## config.mk

```make
export PLATFORM = sky130hd
export DESIGN_NAME = baud_gen_top
export DESIGN_NICKNAME = d
export VERILOG_FILES = /design/src/rtl/baud_pkg.sv /design/src/rtl/baud_prescaler.sv /design/src/rtl/baud_reload_counter.sv /design/src/rtl/baud_half_fsm.sv /design/src/rtl/baud_gen_top.sv
export SDC_FILE = /design/constraint.sdc
export NUM_CORES = 1
export LEC_CHECK = 0
export BUFFER_PORTS_ARGS = -buffer_cell sky130_fd_sc_hd__buf_2
export CORE_ASPECT_RATIO = 0.75
export CORE_MARGIN = 2
export CORE_UTILIZATION = 35
export CTS_CLUSTER_SIZE = 10
export DETAILED_ROUTE_END_ITERATION = 8
export PLACE_DENSITY = 0.66
export SLEW_MARGIN = 15
export SYNTH_ARGS = -nofsm -noshare
export SYNTH_HDL_FRONTEND = slang
export SYNTH_SLANG_ARGS = --single-unit
```

## constraint.sdc

```tcl
create_clock -name clk -period 3.2 [get_ports clk]
set_input_delay 0.32 -clock clk [delete_from_list [all_inputs] [get_ports clk]]
set_output_delay 0.32 -clock clk [all_outputs]
set_load 0.01 [all_outputs]
```

## src/rtl/baud_pkg.sv

```systemverilog
package baud_pkg;
    typedef enum logic {
        HALF_EVEN = 1'b0,
        HALF_ODD  = 1'b1
    } half_state_t;

    localparam int TIMER_W   = 8;
    localparam int RELOAD_W  = 10;
    localparam int TIMER_PRE = 12;
    localparam int INT_PRE   = 2;
endpackage

```

## src/rtl/baud_prescaler.sv

```systemverilog
module baud_prescaler #(
    parameter int DIV = 12
) (
    input  logic clk,
    input  logic rst_n,
    output logic pulse
);
    localparam int CW = (DIV > 2) ? $clog2(DIV) : 1;
    localparam logic [CW-1:0] LAST = CW'(DIV - 1);

    logic [CW-1:0] cnt;

    always_ff @(posedge clk) begin
        if (!rst_n)            cnt <= '0;
        else if (cnt == LAST)  cnt <= '0;
        else                   cnt <= cnt + 1'b1;
    end

    always_comb pulse = (cnt == LAST);
endmodule

```

## src/rtl/baud_reload_counter.sv

```systemverilog
module baud_reload_counter #(
    parameter int W = 10
) (
    input  logic         clk,
    input  logic         rst_n,
    input  logic         en,
    input  logic [W-1:0] reload,
    output logic         wrap
);
    localparam logic [W-1:0] TOP = {W{1'b1}};

    logic [W-1:0] count;

    always_comb wrap = en && (count == TOP);

    always_ff @(posedge clk) begin
        if (!rst_n)      count <= '0;
        else if (wrap)   count <= reload;
        else if (en)     count <= count + 1'b1;
    end

    // the count holds between enables
    p_hold_idle_r2: assert property (@(posedge clk) disable iff (!rst_n)
        !en |=> $stable(count));

    // the reload value is sampled only at the wrap
    p_load_at_wrap_r9: assert property (@(posedge clk) disable iff (!rst_n)
        wrap |=> count == $past(reload));
endmodule

```

## src/rtl/baud_half_fsm.sv

```systemverilog
module baud_half_fsm
    import baud_pkg::*;
(
    input  logic clk,
    input  logic rst_n,
    input  logic src_pulse,
    input  logic smod,
    input  logic resync,
    output logic tick
);
    half_state_t state, state_nx;

    always_ff @(posedge clk) begin
        if (!rst_n) state <= HALF_EVEN;
        else        state <= state_nx;
    end

    always_comb begin
        state_nx = state;
        tick     = 1'b0;
        if (resync) begin
            state_nx = HALF_EVEN;
        end else if (src_pulse) begin
            unique case (state)
                HALF_EVEN: begin
                    if (smod) tick = 1'b1;
                    else      state_nx = HALF_ODD;
                end
                HALF_ODD: begin
                    tick     = 1'b1;
                    state_nx = HALF_EVEN;
                end
                default: state_nx = HALF_EVEN;
            endcase
        end
    end

    // doubling mode passes every source pulse from HALF_EVEN
    p_pass_r4: assert property (@(posedge clk) disable iff (!rst_n)
        (state == HALF_EVEN && src_pulse && smod && !resync) |=> state == HALF_EVEN);

    // without doubling, a tick can only leave HALF_ODD
    p_halve_r5: assert property (@(posedge clk) disable iff (!rst_n)
        (tick && !smod) |-> state == HALF_ODD);
endmodule

```

## src/rtl/baud_gen_top.sv

```systemverilog
module baud_gen_top
    import baud_pkg::*;
(
    input  logic       clk,
    input  logic       rst_n,
    input  logic       src_sel,
    input  logic       smod,
    input  logic [7:0] tmr_reload,
    input  logic [7:0] rel0_lo,
    input  logic [7:0] rel0_hi,
    input  logic [7:0] rel1_lo,
    input  logic [7:0] rel1_hi,
    output logic       tick0,
    output logic       tick1
);
    localparam int NPORT = 2;
    localparam int HI_W  = RELOAD_W - 8;

    logic tmr_en, int_en, tmr_wrap;
    logic [RELOAD_W-1:0] rel_val  [NPORT];
    logic [NPORT-1:0]    int_wrap;
    logic sel_q;

    always_comb begin
        rel_val[0] = {rel0_hi[HI_W-1:0], rel0_lo};
        rel_val[1] = {rel1_hi[HI_W-1:0], rel1_lo};
    end

    baud_prescaler #(.DIV(TIMER_PRE)) u_tmr_pre (
        .clk(clk), .rst_n(rst_n), .pulse(tmr_en));

    baud_prescaler #(.DIV(INT_PRE)) u_int_pre (
        .clk(clk), .rst_n(rst_n), .pulse(int_en));

    baud_reload_counter #(.W(TIMER_W)) u_timer (
        .clk(clk), .rst_n(rst_n), .en(tmr_en),
        .reload(tmr_reload), .wrap(tmr_wrap));

    for (genvar p = 0; p < NPORT; p++) begin : g_int
        baud_reload_counter #(.W(RELOAD_W)) u_cnt (
            .clk(clk), .rst_n(rst_n), .en(int_en),
            .reload(rel_val[p]), .wrap(int_wrap[p]));
    end

    always_ff @(posedge clk) begin
        if (!rst_n) sel_q <= 1'b0;
        else        sel_q <= src_sel;
    end

    logic p0_src, p0_resync;
    always_comb begin
        p0_src    = src_sel ? int_wrap[0] : tmr_wrap;
        p0_resync = (src_sel != sel_q);
    end

    baud_half_fsm u_half (
        .clk(clk), .rst_n(rst_n), .src_pulse(p0_src),
        .smod(smod), .resync(p0_resync), .tick(tick0));

    always_comb tick1 = int_wrap[1];

    // port-1 tick lasts one cycle
    p_tick1_single_r10: assert property (@(posedge clk) disable iff (!rst_n)
        tick1 |=> !tick1);

    // port-0 tick lasts one cycle
    p_tick0_single_r10: assert property (@(posedge clk) disable iff (!rst_n)
        tick0 |=> !tick0);

    // a port-0 tick coincides with a wrap of the selected source
    p_tick0_source_r7: assert property (@(posedge clk) disable iff (!rst_n)
        tick0 |-> (src_sel ? int_wrap[0] : tmr_wrap));
endmodule

```

# == Yosys cells after proc, flatten, opt, wreduce, memory -nomap -nowiden ==
# Cells that the tools add are included.
# totals
regBits,35
in_bits,44
out_inout_bits,2
wordCells,41
# classes
add_sub_neg,5
n_eq_ne,5
mux,13
n_bitwise,2
n_reduce_logical,9
# op_table
operator,n
$mux 10,4
$add 10x1->10 const B,2
$eq 10x10->1 const B,2
$mux 8,2
$add 8x1->8 const B,1
$eq 8x8->1 const B,1
$reduce_bool 2->1,3
$reduce_or 2->1,3
$mux 1,5
$add 4x1->4 const B,1
$eq 4x4->1 const B,1
$pmux 1 s2,2
$logic_and 1x1->1,3
$not 1->1,2
$add 1x1->1 const B,1
$ne 1x1->1,1

# == Depth between registers and ports, before layout ==
# depth
ltp_word,5
depth_mapped,7
ltp_nobuf,5

# == By module ==
# Synthesis repeated with hierarchy kept, for this count alone.
# unflattened
hier_cells,221
area_unflattened_um2,1878.1
# by_module_without_submodules
module,instances,cells_per_inst,area_per_inst_um2,seq_area_each_um2
baud_reload_counter at g_int[0].u_cnt ...,2,69,551.8,200.2
baud_reload_counter at u_timer,1,52,451.7,160.2
baud_prescaler at u_tmr_pre,1,18,175.2,80.1
baud_half_fsm,1,7,62.6,20.0
baud_gen_top,1,4,51.3,20.0
baud_prescaler at u_int_pre,1,2,33.8,20.0

# == Least setup slack after synthesis ==
# OpenSTA, ideal clock, no wires.
# synth_timing
kind,register -> register
startpoint,reg g_int[1].u_cnt.count[0]
endpoint,reg g_int[1].u_cnt.count[7]
setup_ps,125
t_arrival_ps,1698
required_time_ps,3075
path_slack_ps,1377
stages_incl_launch_ff,7
path_buffers,1
synth_period_minus_slack_ps,1823
cell_sequence,dfxtp_1 ha_1 nand4_2 nor4_2 buf_6 nor2_2 o41a_1
# synth_between
elab_chain_len,3
word_cells_on_any_way,6
cone_classes,add/sub (1); eq/ne (1); mux (2); reduce/logical (2)
# synth_lines
item,line,rtl
start: declaration,baud_reload_counter.sv:12,logic [W-1:0] count;
start signal: assignment,baud_reload_counter.sv:18,else if (wrap) count <= reload;
start signal: assignment,baud_reload_counter.sv:19,else if (en) count <= count + 1'b1;
$eq 10x10->1 (*),baud_reload_counter.sv:14,always_comb wrap = en && (count == TOP);
$logic_and 1x1->1 (*),baud_reload_counter.sv:14,
via tick1,baud_gen_top.sv:14,output logic tick1
$mux 10 / $reduce_bool 2->1 (equally long branches),n/a,
# The timed path passes the listed nets; every way through them passes the cells marked *. The select of a mux whose other input is x is not followed.
# A chain may end at the register's enable or synchronous reset.

# == Worst setup path after layout ==
# layout_timing
startpoint,"reg u_int_pre.cnt, in the netlist u_int_pre.pulse"
endpoint,out tick0
# layout_between
elab_chain_len,4
# layout_lines
item,line,rtl
start: declaration,baud_prescaler.sv:11,logic [CW-1:0] cnt;
start signal: assignment,baud_prescaler.sv:16,else cnt <= cnt + 1'b1;
$logic_and 1x1->1,baud_reload_counter.sv:14,
$mux 1,baud_gen_top.sv:52,p0_src = src_sel ? int_wrap[0] : tmr_wrap;
$mux 1,baud_half_fsm.sv:23,end else if (src_pulse) begin
$mux 1,baud_half_fsm.sv:21,if (resync) begin
end: declaration,baud_gen_top.sv:13,"output logic tick0,"
# No other way between the ends.

==> metrics.md <==
| Metric | Value |
|---|---|
| Final hold vios | 0 |
| Leak | 0.000801 uW |
| Syn Nets | 288 |
| Fin crit period | 2440 ps |
| Placement Cell Area | 0.00212 sq mm |
| Crit path max fanout | 16 |
| Worst Hold Class | primary input to register |
| Cell Area, Synth | 0.00189 sq mm |
| Max_cap viols | 0 |
| Initial antenna violation count | 0 |
| Register Area | 701 sq um |
| Number of synthesized flops with an enable pin | 0 |
| Initial core utilization | 35.9% |
| Die Area | 0.00602 sq mm |
| TritonCTS clock tree | built |
| Final antenna-violating net count | 0 |
| Antenna Cells | 0 |
| Vias per cell | 5.34 |
| PortBufs | 33 |
| Sequential-to-total area share from yosys stat | 37.0% |
| CP Launch Type | register |
| Ys async rst share | 0% |
| Routed WL | 4510 um |
| Worst path arrival time | 2120 ps |
| Layout fillers | 543 |
| Final setup fails | 0 |
| Slew margin rel. | 59.3% |
| Global route total overflow | 0 |
| CTS Sinks | 35 |
| Crit. End Element | output port |
| Synthesis-to-layout area growth | 17.3% |
| Netlist cell types | 45 |
| CORE AREA | 0.00527 sq mm |
| Largest net degree at the start of global routing | 19 |
| Total CTS buffers | 5 |
| Cts hold-fix bufs | 0 |
| Setup TNS | 0 ps |
| GRT Total Usage | 16.7% |
| DRC | 0 |
| Worst-margin pin slew | 606 ps |
| IO Count | 46 |
| Outcome | finished, final reports clean |
| Worst hold slack | 283 ps |
| Worst VDD drop | 177 uV |
| Synth cell count leaders | dfxtp_1 (35), nand2_1 (31), a21oi_1 (20) |
| Crit share post-route | 76.3% |
| Via count | 1862 |
| Share of cells above drive strength 1 | 18.2% |
| Reg clk slew, reported paths | 80 ps |
| FF+latch count, synth | 35 |
| Clock Skew | 8.32 ps |
| Die Ht | 67.7 um |
| Cells after Synth | 240 |
| Final Cell Area | 0.00222 sq mm |
| RSZ-0062 raised after global routing | no |
| Yosys Warn Count | 0 |
| Top cell type's share of synthesized area | 37.0% |
| Clock root cell | clkbuf_8 |
| First-pass iteration count of the detailed router | 6 |
| Gpl congestion | 0.858 |
| Main synth FF type | dfxtp_1 |
| WL per Instance | 12.9 um |
| First-pass GRT wire length | 7780 um |
| PwrDens | 395 mW/mm^2 |
| HPWL Detailed | 3270 um |
| Vias in the first global route | 1650 |
| Worst skew pair latency | 290 ps |
| Post-synth top area cell | dfxtp_1 |
| Synth Area per Inst | 7.89 sq um |
| PostCTS Resize Cnt | 0 |
| Die W | 88.9 um |
| Synth area leaders | dfxtp_1 (37%), nand2_1 (6.1%), a21oi_1 (5.3%) |
| First DRT Iteration DRCs | 117 |
| Fmax | 410 MHz |
| Worst setup path class | register to output port |
| Rows | 23 |
| Max Slew Vio Count | 0 |
| # H-tree levels | 2 |
| Required time worst endpoint | 2880 ps |
| Setup repair bufs after CTS | 0 |
| Number of nets in the layout | 321 |
| CTS max path bufs | 2 |
| Cell with the most instances after synthesis | dfxtp_1 |
| Area of the multi-input gates | 0.00113 sq mm |
[worst max-delay path: stages, from the launching register on]
cell,delay (ps)
dfxtp_1,550
buf_4,280
and2_1,240
and3_1,320
nand3_1,110
a21oi_1,170
buf_2,150
[registers in the layout, indices dropped and copies added (netlist names)]
name / count
u_half.state: 1
g_int.u_cnt.count: 20
u_timer.count: 8
u_int_pre.pulse: 1
u_tmr_pre.cnt: 4
sel_q: 1
[metal layers]
metal / vias to the layer above / share of wire (%) / track usage, %
li1: 968 / - / -
met1: 837 / 51 / 23.9
met2: 52 / 42 / 24.0
met3: 5 / 6.1 / 4.40
met4: 0 / 1.2 / 6.06
met5: - / 0 / 0
[per-stage QoR]
step	util, %	total power [uW]	worst slack [ps]	instances
5_1_grt	42.2	928	579	349
6_report	42.2	878	759	349
4_1_cts	42.2	889	758	349
3_3_place_gp	40.3	532	1100	341
2_1_floorplan	-	502	1380	240
3_5_place_dp	40.3	533	1060	341
[layout make-up]
cell class | instances | area share [%]
clock buffers | 8 | 4.51
well taps | 75 | 4.23
repair buffers | 35 | 8.11
multi-input cells | 191 | 50.8
inverters | 5 | 0.845
flip-flops and latches | 35 | 31.5
[cell families after synthesis]
logic type	after synthesis	share of synthesized area, %
AO/OA/AOI/OAI	69	23.0
AND/OR/NAND/NOR	112	30.9
flip-flops	35	37.0
XOR/XNOR	2	0.925
adder cells (fa/ha/maj)	4	2.64
buffers and inverters	14	3.44
multiplexers	4	2.12
[cell usage in the layout, fill, tap and decap left out, types with 2 or more instances in the layout]
master,n
dfxtp_1,35
buf_2,33
nand2_1,31
a21oi_1,20
nor2_1,17
o21ai_0,17
nand3_1,12
nor3_1,12
a31oi_1,11
and3_1,8
clkbuf_8,7
a211oi_1,6
inv_1,4
and2_1,4
mux2i_1,4
nor4_1,4
nor2b_1,4
ha_1,4
and4_1,3
a41oi_1,3
nand3b_1,2
nand4_1,2
a32oi_1,2
nor3b_1,2
or3_1,2
a311oi_1,2
o41a_1,2
o31a_1,2
and3_2,2
buf_4,2
[path summary, 6_finish.rpt]
kind	slack, ps	cells after the start	start	to
setup / recovery	760	6	u_int_pre.pulse	tick0
hold / removal	280	3	rel1_lo[5]	g_int[1].u_cnt.count[5]
setup reg to reg	1080	6	g_int[1].u_cnt.count[0]	g_int[1].u_cnt.count[4]
hold reg to reg	470	1	u_tmr_pre.cnt[0]	u_tmr_pre.cnt[0]
[power breakdown]
group          switching [uW]  internal [uW]  leakage (uW)
Clock                     158            197     0.0000515
Combinational            32.6           30.9      0.000465
Sequential               13.6            446      0.000284
Total                     205            673      0.000801
(Power assumes the default switching activity.)
